===== src/rtl/hpt_pkg.sv =====
package hpt_pkg;
  typedef enum logic [1:0] {
    ST_IDLE,
    ST_REQ,
    ST_WAIT
  } hpt_state_e;
endpackage


===== src/rtl/hpt_hash.sv =====
module hpt_hash #(
  parameter int VPN_W = 20,
  parameter int PID_W = 8,
  parameter int IDX_W = 6
) (
  input  logic [VPN_W-1:0] vpn,
  input  logic [PID_W-1:0] pid,
  output logic [IDX_W-1:0] prim_idx,
  output logic [IDX_W-1:0] alt_idx
);
  logic [IDX_W-1:0] pid_fit;

  assign pid_fit  = IDX_W'(pid);
  assign prim_idx = vpn[IDX_W-1:0] ^ pid_fit;
  assign alt_idx  = ~prim_idx;
endmodule


===== src/rtl/hpt_match.sv =====
module hpt_match #(
  parameter int VPN_W = 20,
  parameter int PID_W = 8,
  parameter int PPN_W = 20
) (
  input  logic [PID_W+VPN_W+PPN_W:0] entry,
  input  logic [VPN_W-1:0]           vpn,
  input  logic [PID_W-1:0]           pid,
  output logic                       match,
  output logic [PPN_W-1:0]           ppn
);
  localparam int VPN_LO = PPN_W;
  localparam int PID_LO = PPN_W + VPN_W;
  localparam int VLD_B  = PPN_W + VPN_W + PID_W;

  logic             ent_vld;
  logic [VPN_W-1:0] ent_vpn;
  logic [PID_W-1:0] ent_pid;

  assign ent_vld = entry[VLD_B];
  assign ent_vpn = entry[VPN_LO +: VPN_W];
  assign ent_pid = entry[PID_LO +: PID_W];
  assign ppn     = entry[PPN_W-1:0];
  assign match   = ent_vld && (ent_vpn == vpn) && (ent_pid == pid);
endmodule


===== src/rtl/hashed_pt_walker.sv =====
module hashed_pt_walker #(
  parameter int VPN_W  = 20,
  parameter int PID_W  = 8,
  parameter int PPN_W  = 20,
  parameter int IDX_W  = 6,
  parameter int WAYS   = 8,
  parameter int ADDR_W = 32
) (
  input  logic                       clk,
  input  logic                       rst,
  input  logic                       start,
  input  logic [VPN_W-1:0]           vpn,
  input  logic [PID_W-1:0]           pid,
  input  logic [ADDR_W-1:0]          tbl_base,
  output logic                       busy,
  output logic                       mem_req_valid,
  input  logic                       mem_req_ready,
  output logic [ADDR_W-1:0]          mem_req_addr,
  input  logic                       mem_rsp_valid,
  input  logic [PID_W+VPN_W+PPN_W:0] mem_rsp_data,
  output logic                       done,
  output logic                       hit,
  output logic [PPN_W-1:0]           ppn
);
  import hpt_pkg::*;

  localparam int WAY_W = $clog2(WAYS);
  localparam int OFF_W = IDX_W + WAY_W;
  localparam logic [WAY_W-1:0] LAST_WAY = WAY_W'(WAYS - 1);

  hpt_state_e        state_q;
  logic [VPN_W-1:0]  vpn_q;
  logic [PID_W-1:0]  pid_q;
  logic [ADDR_W-1:0] base_q;
  logic [WAY_W-1:0]  way_q;
  logic              second_q;
  logic              done_q, hit_q;
  logic [PPN_W-1:0]  ppn_q;

  logic [IDX_W-1:0]  prim_idx, alt_idx, slot_idx;
  logic              ent_match;
  logic [PPN_W-1:0]  ent_ppn;

  hpt_hash #(.VPN_W(VPN_W), .PID_W(PID_W), .IDX_W(IDX_W)) u_hash (
    .vpn(vpn_q), .pid(pid_q), .prim_idx(prim_idx), .alt_idx(alt_idx)
  );

  hpt_match #(.VPN_W(VPN_W), .PID_W(PID_W), .PPN_W(PPN_W)) u_match (
    .entry(mem_rsp_data), .vpn(vpn_q), .pid(pid_q),
    .match(ent_match), .ppn(ent_ppn)
  );

  assign slot_idx      = second_q ? alt_idx : prim_idx;
  assign mem_req_addr  = base_q + ADDR_W'({slot_idx, way_q});
  assign mem_req_valid = (state_q == ST_REQ);
  assign busy          = (state_q != ST_IDLE);
  assign done          = done_q;
  assign hit           = hit_q;
  assign ppn           = ppn_q;

  always_ff @(posedge clk) begin
    if (rst) begin
      state_q  <= ST_IDLE;
      vpn_q    <= '0;
      pid_q    <= '0;
      base_q   <= '0;
      way_q    <= '0;
      second_q <= 1'b0;
      done_q   <= 1'b0;
      hit_q    <= 1'b0;
      ppn_q    <= '0;
    end else begin
      done_q <= 1'b0;
      unique case (state_q)
        ST_IDLE: begin
          if (start) begin
            vpn_q    <= vpn;
            pid_q    <= pid;
            base_q   <= tbl_base;
            way_q    <= '0;
            second_q <= 1'b0;
            state_q  <= ST_REQ;
          end
        end
        ST_REQ: begin
          if (mem_req_ready) state_q <= ST_WAIT;
        end
        ST_WAIT: begin
          if (mem_rsp_valid) begin
            if (ent_match) begin
              done_q  <= 1'b1;
              hit_q   <= 1'b1;
              ppn_q   <= ent_ppn;
              state_q <= ST_IDLE;
            end else if (way_q != LAST_WAY) begin
              way_q   <= way_q + 1'b1;
              state_q <= ST_REQ;
            end else if (!second_q) begin
              second_q <= 1'b1;
              way_q    <= '0;
              state_q  <= ST_REQ;
            end else begin
              done_q  <= 1'b1;
              hit_q   <= 1'b0;
              ppn_q   <= '0;
              state_q <= ST_IDLE;
            end
          end
        end
        default: state_q <= ST_IDLE;
      endcase
    end
  end

  // a stalled request keeps its address
  a_r10_req_hold: assert property (@(posedge clk) disable iff (rst)
    mem_req_valid && !mem_req_ready |=> mem_req_valid && $stable(mem_req_addr));

  // completion pulse lasts one cycle
  a_r8_done_single: assert property (@(posedge clk) disable iff (rst)
    done |=> !done);

  // no read in flight once the result is out
  a_r5_quiet_after_done: assert property (@(posedge clk) disable iff (rst)
    done |-> !mem_req_valid);

  // an idle engine issues no reads
  a_r1_idle_quiet: assert property (@(posedge clk) disable iff (rst)
    !busy |-> !mem_req_valid);

  // a miss carries a zero page number
  a_r7_miss_zero: assert property (@(posedge clk) disable iff (rst)
    done && !hit |-> ppn == '0);

  // a start during a search leaves the captured base untouched
  a_r9_start_ignored: assert property (@(posedge clk) disable iff (rst)
    busy && start |=> $stable(base_q));
endmodule


===== config.mk =====
export PLATFORM = sky130hd
export DESIGN_NAME = hashed_pt_walker
export DESIGN_NICKNAME = d
export VERILOG_FILES = /design/src/rtl/hpt_pkg.sv /design/src/rtl/hpt_hash.sv /design/src/rtl/hpt_match.sv /design/src/rtl/hashed_pt_walker.sv
export SDC_FILE = /design/constraint.sdc
export NUM_CORES = 1
export LEC_CHECK = 0
export BUFFER_PORTS_ARGS = -buffer_cell sky130_fd_sc_hd__buf_2
export CORE_MARGIN = 2
export CORE_UTILIZATION = 50
export DETAILED_ROUTE_END_ITERATION = 7
export PLACE_DENSITY = 0.86
export SLEW_MARGIN = 10
export SYNTH_ARGS = -nofsm -noshare
export SYNTH_HDL_FRONTEND = slang
export SYNTH_HIERARCHICAL = 1
export SYNTH_SLANG_ARGS = --single-unit

===== constraint.sdc =====
create_clock -name clk -period 3.75 [get_ports clk]
set_input_delay 0.5625 -clock clk [delete_from_list [all_inputs] [get_ports clk]]
set_output_delay 0.5625 -clock clk [all_outputs]
set_load 0.1 [all_outputs]

=== After elaboration in Yosys (flattened, before gate mapping) ===
Cells that the tools add are included.

* $add $sub $neg: 2
* Multipliers: 0
* Divide/modulo/power cells: 0
* Order comparisons: 0
* Equality and inequality tests: 12
* Shifts and indexed selects: 0
* Muxes and demuxes: 28
* Bitwise gates (word level): 4
* Reductions and logical operators: 12

{| class="wikitable"
|+ Operators with widths
! kind !! number
|-
| two-way mux 20 bit || 3
|-
| adder 32 x 9 -> 32 bit || 1
|-
| equality test 20 bit || 1
|-
| two-way mux 3 bit || 5
|-
| two-way mux 1 bit || 13
|-
| inequality test 2 bit, second input constant || 5
|-
| AND reduction 5 bit || 2
|-
| equality test 8 bit || 1
|-
| two-way mux 2 bit || 3
|-
| two-way mux 6 bit || 1
|-
| inequality test 3 bit, second input constant || 2
|-
| inverter 6 bit || 1
|-
| one-hot mux 2 bit (3 select lines) || 1
|-
| one-hot mux 3 bit (2 select lines) || 1
|-
| nonzero test 2 bit || 3
|-
| bitwise XOR 6 bit || 1
|-
| AND reduction 4 bit || 1
|-
| adder 3 x 1 -> 3 bit, second input constant || 1
|-
| AND reduction 3 bit || 1
|-
| OR reduction 3 bit || 1
|-
| equality test 2 x 1 -> 1 bit, second input constant || 1
|-
| equality test 2 bit, second input constant || 1
|-
| logical AND 1 bit || 2
|-
| zero test 2 bit || 1
|-
| other kinds (4) || 5
|}

* Bits in registers: 88
* Latch bits: 0
* Bits in writable memories: 0
* ROM bits: 0
* Output and inout port bits: 56
* Logic and storage cells: 67
* Memories kept: 0

=== Longest topological paths before layout ===
Gate-level depths: netlist (run 1).

* Depth in word-level cells: 6
* Gate-level depth with buffers: 9
* Gate-level depth less buffers: 8

=== By module ===
The synthesis (run 1) kept the hierarchy.

{| class="wikitable"
|+ Modules (own cells, without submodules)
! module !! instances !! cells an instance !! area each (um^2)
|-
| hashed_pt_walker || 1 || 503 || 4056.4
|-
| hpt_match || 1 || 58 || 461.7
|-
| hpt_hash || 1 || 12 || 105.1
|}

=== Least setup slack after synthesis (run 1) ===
No wires, ideal clock.

* Path kind: reg2out
* Start: register second_q
* End: output port mem_req_addr[26]
* Arrival time: 3.690 ns
* Data required time: 3.188 ns
* Slack: -0.503 ns
* Cell stages (with the launch flop): 9
* Cells stage by stage: dfxtp_1 -> clkbuf_1 -> mux2_2 -> ha_1 -> nand4_1 -> nor4_2 -> o2bb2ai_2 -> nand4_1 -> xnor2_1

* Cells in the longest elaborated chain, start to end: 2

{| class="wikitable"
|+ RTL lines
! element !! line !! source
|-
| start, declared || hashed_pt_walker.sv:36 || <nowiki>logic second_q;</nowiki>
|-
| start signal, assigned || hashed_pt_walker.sv:68 || <nowiki>second_q <= 1'b0;</nowiki>
|-
| start signal, assigned || hashed_pt_walker.sv:81 || <nowiki>second_q <= 1'b0;</nowiki>
|-
| start signal, assigned || hashed_pt_walker.sv:99 || <nowiki>second_q <= 1'b1;</nowiki>
|-
| two-way mux 6 bit || hashed_pt_walker.sv:53 || <nowiki>assign slot_idx = second_q ? alt_idx : prim_idx;</nowiki>
|-
| adder 32 x 9 -> 32 bit || hashed_pt_walker.sv:54 || <nowiki>assign mem_req_addr = base_q + ADDR_W'({slot_idx, way_q});</nowiki>
|-
| end, declared || hashed_pt_walker.sv:18 || <nowiki>output logic [ADDR_W-1:0] mem_req_addr,</nowiki>
|}

Every way passes these cells.

=== Worst setup path in the final report (run 1) ===
* Start: register pid_q[3]
* End: output port mem_req_addr[31]

* Cells in the longest elaborated chain, start to end: 4

{| class="wikitable"
|+ RTL lines
! element !! line !! source
|-
| start, declared || hashed_pt_walker.sv:33 || <nowiki>logic [PID_W-1:0] pid_q;</nowiki>
|-
| start signal, assigned || hashed_pt_walker.sv:78 || <nowiki>pid_q <= pid;</nowiki>
|-
| bitwise XOR 6 bit * || hpt_hash.sv:14 || <nowiki>assign prim_idx = vpn[IDX_W-1:0] ^ pid_fit;</nowiki>
|-
| via prim_idx[3] || hashed_pt_walker.sv:40 || <nowiki>logic [IDX_W-1:0] prim_idx, alt_idx, slot_idx;</nowiki>
|-
| inverter 6 bit || hpt_hash.sv:15 || <nowiki>assign alt_idx = ~prim_idx;</nowiki>
|-
| two-way mux 6 bit * || hashed_pt_walker.sv:53 ||
|-
| adder 32 x 9 -> 32 bit * || hashed_pt_walker.sv:54 ||
|}

The timed path passes the listed nets; every way through them passes the cells marked *.

==> results of run 1 <==
==> power breakdown <==
group          switching, mW  internal (mW)
Sequential            0.0599          0.981
Clock                  0.338          0.243
Combinational          0.502          0.229
==> path summary, 6_finish.rpt <==
| check | from | to | slack [ps] | cells after the start |
|---|---|---|---|---|
| setup / recovery | pid_q[3] | mem_req_addr[31] | 150 | 9 |
| setup reg to reg | vpn_q[1] | ppn[8] | 960 | 8 |
| hold / removal | tbl_base[11] | base_q[11] | 430 | 3 |
| hold reg to reg | base_q[0] | base_q[0] | 460 | 2 |
==> flip-flops by register name (all words and copies together) (netlist names) <==
signal,cells
state_q,2
pid_q,8
ppn,20
second_q,1
base_q,32
done,1
vpn_q,20
way_q,3
hit,1
==> metrics by stage <==
| step | setup TNS, ps | total power, mW |
|---|---|---|
| finish | 0 | 2.35 |
| global route | -4.57 | 2.45 |
| CTS | 0 | 2.35 |
| detailed placement | 0 | 1.78 |
| global placement | 0 | 1.76 |
| floorplan | 0 | 1.60 |
==> worst register-to-register path, cell delays in order (launching register included) <==
cell and delay [ps]:
dfxtp_1 380, xor2_1 180, nor4_1 400, nand4_1 170, nor4_2 320, nand2b_1 170, nand3_1 580, a22oi_1 390
nor2_1 70
==> routing by layer <==
metal | up-vias | GRT usage
met5 | - | 0
met4 | 0 | 0.0811
met3 | 24 | 0.0508
met2 | 177 | 0.432
met1 | 2038 | 0.298
li1 | 2160 | -
==> kinds of logic (layout without fill, tap and decap cells) <==
family | count (synthesis) | count (layout) | share of synthesized area
AND/OR/NAND/NOR | 224 | 224 | 0.217
AO/OA/AOI/OAI | 114 | 114 | 0.151
flip-flops | 88 | 88 | 0.381
XOR/XNOR | 69 | 69 | 0.131
buffers and inverters | 56 | 195 | 0.0633
adder cells (fa/ha/maj) | 12 | 12 | 0.0341
multiplexers | 10 | 10 | 0.0235
==> area by class of cell <==
cell class,count,area share
Clock buffer,12,0.0227
Multi-Input combinational cell,429,0.469
Inverter,7,0.00441
Clock inverter,4,0.00525
Tap cell,111,0.0233
Sequential cell,88,0.296
Timing Repair Buffer,172,0.179
==> layout by cell type, fill, tap and decap left out, drive strengths merged, types with 3 or more instances in the layout <==
cell type,count
nand4,11
xor2,39
nand3,9
a21oi,82
nor4,8
nor2b,3
nor3,4
nor2,35
o21ai,4
dfxtp,88
nor3b,3
clkbuf,14
nand2,139
mux2i,3
mux2,7
xnor2,30
ha,11
inv,6
buf,170
clkinvlp,3
a22oi,20
nand2b,4
==> what timing repair did <==
action	CTS	global route
cloned	0	0
pin swaps	0	0
endpoints found under the setup margin	9	25
hold endpoints to repair	0	0
hold buffers	0	0
resized for setup	8	12
==> impl_metrics.csv, run 1 <==
group,metric,value,unit
synth,ys_seq_area_frac,0.381,
route,met1_length,4960,µm
grt,grt_first_pass_wirelength,19800,µm
critical_path,cp_max_fo,8,
synth,synth-edff-count,0,
critical_path,start_kind,"flop",
synth,async_flop_share,0,
critical_path,crit_chain,"xor2_1 -> mux2_2 -> ha_1 -> a21oi_1 -> o21a_4 -> or2_1 -> a21oi_2 -> xor2_2 -> buf_12",
cts,cts_buffer_depth,2,
sta,worst_slew_pin_slew,1150,ps
sta,clock_skew,15.3,ps
cells_and_area,nets,833,
route,dr.pass1.iters,4,
critical_path,critPathRequiredTime,3190,ps
cts,clockRootBuffer,"clkbuf_8",
cts,cts_tree,"done",
place,pre_cts_slack,261,ps
cells_and_area,fin_area,0.00596,mm²
hold_path,min_path_type,"input pin to flop",
cells_and_area,final_util,0.654,
die,start_util,0.508,
sta,fin_ws,151,ps
synth,yosysMostFrequentCell,"nand2_1",
cts,clock_sinks,88,
power_and_ir_drop,p_leak,2.70,nW
die,ioPinCount,170,
place,routabilityCongestion,0.876,
synth,ys_warn_count,6,
grt,grt_max_degree,62,
cells_and_area,antenna-diode-count,0,
synth,synth_top_area_cell,"dfxtp_1",
grt,grt_pass1_vias,4293,
synth,synth.area.top_cells,"dfxtp_1, nand2_1, a21oi_1, xor2_1, xnor2_1",
synth,yosys-top-cells-count,"nand2_1, dfxtp_1, a21oi_1",
sta,fmax,0.278,GHz
cts,numCtsBuffers,9,
route,drc,0,
cts,post_cts_buffers,0,
place,port_buffers,169,
synth,syn_inst,573,
synth,ys_types,46,
critical_path,crit_type,"flop to output pin",
place,placement.cell_area,0.00573,mm²
outcome,outcome,"complete, no violations",
sta,setup_viol,0,
cells_and_area,area_delta_synth_final,28.9,%
sta,slew-limit-headroom,0.227,
critical_path,cp_slowest_cell,"ha_1",
cts,path_clk_slew,90,ps
synth,synth_ff_type,"dfxtp_1",
power_and_ir_drop,p_per_area,395,mW/mm²
critical_path,crit_buf_inv,1,
synth,synth_fp_nets,699,
critical_path,endpoint_kind,"output pin",
place,placedCellCount,807,
grt,antenna_found_initial,0,
route,wl_per_cell,14.7,µm
route,wirelength,12100,µm
place,place_hpwl,9030,µm
sta,period_needed,3600,ps
synth,yosysTopAreaCellShare,0.381,
cells_and_area,drive_gt1_frac,0.337,
sta,finalCritPeriodShare,0.960,
route,drtAntennaViolNets,0,
cells_and_area,fin_cells,823,
die,coreArea,0.00911,mm²
critical_path,cp_data_arrival_time,3040,ps
grt,grt_usage,0.245,
sta,drv_slew,0,
sta,hold_viol_final,0,
synth,avgSynthCellArea,8.07,µm²
die,die_w,100,µm
route,via_per_inst,5.35,
die,die_area,0.0100,mm²
critical_path,cp_top_family,"compound AO/OA/AOI/OAI gates",
power_and_ir_drop,ir_drop,0.000171,V
route,routed.top_layer,"met4",
cells_and_area,regArea,0.00176,mm²
cells_and_area,multiInputGateArea,0.00280,mm²
cts,h-tree-depth,3,
route,wl_met3,803,µm
cts,clk-insertion-delay-late,360,ps
sta,rsz0062_at_grt,"yes",
die,fp-row-count,35,
die,die_h,100,µm
sta,fin_hold_ws,428,ps
critical_path,max_stage_delay,420,ps
grt,grt_overflow,0,
synth,synth.ff_latch_count,88,
cells_and_area,nFillCells,758,
route,vias,4399,
route,dr.first_iter.drc_count,170,
synth,syn_area,0.00462,mm²
run,max_cap_violations,0,
route,dr_wl_met2,6090,µm
Note: power is estimated with default switching activity, not from simulation.
==> run 2: changes to the inputs <==
- CAP_MARGIN: unset -> 40
- clock period: 3.75 -> 4.05 ns (I/O delays scaled with it)
==> impl_metrics.csv, run 2 (synthesis gave the netlist of run 1 again) <==
group,metric,value,unit
power_and_ir_drop,power,2.23,mW
route,dr_wl_met2,5920,µm
critical_path,endpoint_kind,"output pin",
cts,h-tree-depth,3,
cells_and_area,largest-register,"base_q",
critical_path,start_kind,"flop",
grt,grt_max_degree,46,
cts,cts_buffer_depth,2,
route,drtAntennaViolNets,0,
cts,path_clk_slew,90,ps
sta,clock_skew,10.4,ps
sta,rsz0062_at_grt,"no",
cells_and_area,antenna-diode-count,0,
hold_path,min_path_type,"flop to flop",
sta,worst_slew_pin_slew,837,ps
cts,post_cts_buffers,0,
die,coreArea,0.00911,mm²
die,ioPinCount,170,
sta,drv_slew,0,
sta,period_needed,3960,ps
critical_path,r2r_slack,1280,ps
die,start_util,0.508,
cells_and_area,layout_common_cells,"buf_2, nand2_1, dfxtp_1",
grt,antenna_found_initial,1,
critical_path,setup.worst_path.start,"second_q",
route,dr.pass1.iters,5,
hold_path,min-delay-start,"base_q[7]",
cts,clk-insertion-delay-late,360,ps
power_and_ir_drop,ir_drop,0.000173,V
place,pre_cts_slack,464,ps
critical_path,crit_chain,"mux2_2 -> ha_1 -> a21oi_1 -> nand2_1 -> o21ai_0 -> nor4b_1 -> a311o_1 -> buf_2",
critical_path,cp_max_fo,8,
cells_and_area,drive_gt1_frac,0.324,
sta,setup_tns,0,ps
cells_and_area,largest_reg_flops,32,
critical_path,r2r-end,"ppn[17]",
hold_path,min_to,"base_q[7]",
cells_and_area,final_common_cell,"buf_2",
route,routed.top_layer,"met5",
sta,fmax,0.253,GHz
critical_path,r2r_cells,8,
place,routabilityCongestion,0.949,
sta,slew-limit-headroom,0.442,
route,dr.first_iter.drc_count,151,
critical_path,max_stage_delay,520,ps
die,die_area,0.0100,mm²
grt,grt_first_pass_wirelength,19500,µm
place,port_buffers,169,
die,fp-row-count,35,
critical_path,r2r-start,"vpn_q[1]",
critical_path,critPathRequiredTime,3440,ps
sta,fin_ws,90.7,ps
sta,hold_viol_final,0,
route,wl_met3,879,µm
power_and_ir_drop,p_per_area,388,mW/mm²
route,vias,4371,
power_and_ir_drop,p_leak,2.66,nW
critical_path,cp_data_arrival_time,3350,ps
critical_path,cp_slowest_cell,"dfxtp_1",
sta,setup_viol,0,
die,die_w,100,µm
place,place_hpwl,8970,µm
route,met1_length,4990,µm
cells_and_area,nFillCells,825,
run,max_cap_violations,0,
critical_path,crit_type,"flop to output pin",
cts,clock_sinks,88,
outcome,outcome,"complete, no violations",
cells_and_area,nets,834,
cts,clockRootBuffer,"clkbuf_8",
hold_path,min_path_cells,2,
cts,numCtsBuffers,9,
route,wl_per_cell,14.6,µm
grt,grt_pass1_vias,4189,
route,drc,0,
sta,finalCritPeriodShare,0.978,
route,via_per_inst,5.30,
cts,cts_tree,"done",
grt,grt_usage,0.243,
die,die_h,100,µm
sta,fin_hold_ws,466,ps
grt,grt_overflow,0,
cells_and_area,area_delta_synth_final,24.4,%
route,wirelength,12100,µm
[run 2: power by group]
part | switching (mW) | internal (mW) | total (mW)
Sequential | 0.0535 | 0.909 | 0.962
Clock | 0.314 | 0.319 | 0.633
Combinational | 0.455 | 0.180 | 0.635
[run 2: worst max path at each step]
| stage | end | slack, ps | depth (start not counted) |
|---|---|---|---|
| finish | mem_req_addr[7] | 90 | 8 |
| global route | mem_req_addr[20] | 6 | 8 |
| CTS | mem_req_addr[25] | 120 | 8 |
| detailed placement | mem_req_addr[8] | 460 | 8 |
| global placement | mem_req_addr[27] | 640 | 8 |
| floorplan | mem_req_addr[11] | 4 | 8 |
[run 2: layout make-up]
cell class / count / area (µm²) / share of cell area
Sequential cell: 88 / 1760 / 0.306
Timing Repair Buffer: 173 / 903 / 0.157
Clock buffer: 12 / 155 / 0.0270
Inverter: 7 / 26.3 / 0.00457
Tap cell: 111 / 139 / 0.0242
Clock inverter: 4 / 52.6 / 0.00914
Multi-Input combinational cell: 429 / 2710 / 0.472
[run 2: metrics by stage]
| step | cell area (µm²) | utilization | cells |
|---|---|---|---|
| 2_1_floorplan | 4760 | - | 573 |
| 3_3_place_gp | 5510 | 0.605 | 807 |
| 3_5_place_dp | 5530 | 0.607 | 808 |
| 4_1_cts | 5740 | 0.630 | 824 |
| 5_1_grt | 5750 | 0.631 | 824 |
| 6_report | 5750 | 0.631 | 824 |
[run 2: repair_timing]
action                     in CTS  in global routing
gates cloned                    0                  0
resized for setup               1                  7
hold buffers                    0                  0
setup endpoints to repair       1                 13
[run 2: worst max-delay path, delay by kind of cell, from the launching register on]
kind	cells	cell delay [ps]
mux	1	400
compound gates	3	760
fa+ha+maj	1	330
flops	1	520
buf+inv	1	430
simple gates	2	540
[run 2: per-layer routing]
| metal | vias up | global-route usage |
|---|---|---|
| met2 | 189 | 0.413 |
| met4 | 2 | 0.107 |
| met3 | 22 | 0.0606 |
| met1 | 1993 | 0.291 |
| li1 | 2165 | - |
| met5 | - | 0 |
==> run 3: changes to the inputs <==
- PLACE_DENSITY: 0.86 -> 0.81
==> impl_metrics.csv, run 3 (synthesis gave the netlist of run 1 again) <==
group,metric,value,unit
route,dr.first_iter.drc_count,170,
sta,rsz0062_at_grt,"no",
cts,path_clk_slew,90,ps
grt,grt_usage,0.235,
critical_path,cp_max_fo,8,
critical_path,crit_type,"flop to output pin",
critical_path,critPathRequiredTime,3440,ps
sta,finalCritPeriodShare,0.970,
cts,post_cts_buffers,0,
critical_path,r2r-end,"ppn[4]",
cells_and_area,area_delta_synth_final,24.0,%
cells_and_area,largest-register,"base_q",
cells_and_area,layout_common_cells,"buf_2, nand2_1, dfxtp_1",
cells_and_area,fin_area,0.00573,mm²
sta,worst_slew_pin_slew,819,ps
die,fp-row-count,35,
place,place_hpwl,8800,µm
hold_path,min_to,"base_q[7]",
place,placement.cell_area,0.00552,mm²
cells_and_area,largest_reg_flops,32,
route,vias,4346,
sta,clock_skew,10.4,ps
cts,clockRootBuffer,"clkbuf_8",
sta,setup_tns,0,ps
critical_path,setup.worst_path.start,"second_q",
route,dr.pass1.iters,4,
cts,cts_tree,"done",
grt,grt_pass1_vias,4239,
cts,h-tree-depth,3,
die,die_area,0.0100,mm²
critical_path,r2r_cells,8,
place,port_buffers,169,
cells_and_area,final_util,0.630,
hold_path,min_path_type,"flop to flop",
cells_and_area,final_common_cell,"buf_2",
critical_path,r2r_slack,1270,ps
power_and_ir_drop,p_per_area,389,mW/mm²
cts,numCtsBuffers,9,
sta,slew-limit-headroom,0.452,
grt,grt_first_pass_wirelength,19000,µm
route,wirelength,11700,µm
place,routabilityCongestion,0.891,
die,die_h,100,µm
route,drc,0,
die,ioPinCount,170,
sta,period_needed,3930,ps
cts,clock_sinks,88,
hold_path,min-delay-start,"base_q[7]",
route,drtAntennaViolNets,0,
critical_path,start_kind,"flop",
route,via_per_inst,5.28,
critical_path,r2r-start,"vpn_q[1]",
critical_path,endpoint_kind,"output pin",
grt,antenna_found_initial,0,
sta,hold_viol_final,0,
hold_path,min_path_cells,2,
cts,clk-insertion-delay-late,360,ps
cells_and_area,nFillCells,795,
power_and_ir_drop,power,2.23,mW
cells_and_area,nets,833,
die,start_util,0.508,
die,coreArea,0.00911,mm²
grt,grt_max_degree,61,
route,wl_per_cell,14.2,µm
grt,grt_overflow,0,
power_and_ir_drop,p_leak,2.66,nW
power_and_ir_drop,ir_drop,0.000176,V
cells_and_area,antenna-diode-count,0,
sta,setup_viol,0,
cts,cts-resized-gates,0,
cells_and_area,drive_gt1_frac,0.323,
outcome,outcome,"complete, no violations",
cts,hold_buffers,0,
cts,cts_buffer_depth,2,
run,max_cap_violations,0,
sta,fmax,0.255,GHz
sta,drv_slew,0,
sta,fin_hold_ws,469,ps
die,die_w,100,µm
critical_path,cp_data_arrival_time,3320,ps
run 3: worst max path at each step:
stage	endpoint	slack, ps	depth (start not counted)
CTS	mem_req_addr[29]	130	8
detailed placement	mem_req_addr[29]	530	8
global placement	mem_req_addr[31]	640	8
finish	mem_req_addr[25]	120	8
global route	mem_req_addr[15]	10	8
floorplan	mem_req_addr[11]	4	8
run 3: area by class of cell:
cell class | count | area, µm² | share of cell area
multi-input combinational | 429 | 2710 | 0.473
sequential | 88 | 1760 | 0.307
timing repair buffer | 172 | 888 | 0.155
clock buffer | 12 | 155 | 0.0271
tap | 111 | 139 | 0.0242
clock inverter | 4 | 52.6 | 0.00916
inverter | 7 | 26.3 | 0.00458
run 3: power breakdown:
part	switching (mW)	internal [mW]	leakage [nW]	total, mW
logic	0.456	0.179	1.85	0.635
registers	0.0529	0.909	0.719	0.962
clock network	0.313	0.319	0.0948	0.632
total	0.822	1.41	2.66	2.23
run 3: worst max-delay path, cell delays in order (launching register included):
cell and delay [ps]:
dfxtp_1 520, mux2_2 380, ha_1 400, a21oi_1 120, o21a_4 260, or2_0 440
a21oi_2 270, xor2_2 130, buf_2 430
run 3: through the flow:
step / setup WS (ps) / std cells
2_1_floorplan: 4.08 / 573
3_3_place_gp: 638 / 806
3_5_place_dp: 534 / 807
4_1_cts: 128 / 823
5_1_grt: 13.3 / 823
6_report: 123 / 823
run 3: layer usage:
metal / routed length (µm) / global-route usage / vias to the layer above
li1: - / - / 2161
met1: 5000 / 0.290 / 1998
met2: 5640 / 0.409 / 168
met3: 860 / 0.0474 / 19
met4: 206 / 0.0811 / 0
met5: 0 / 0 / -
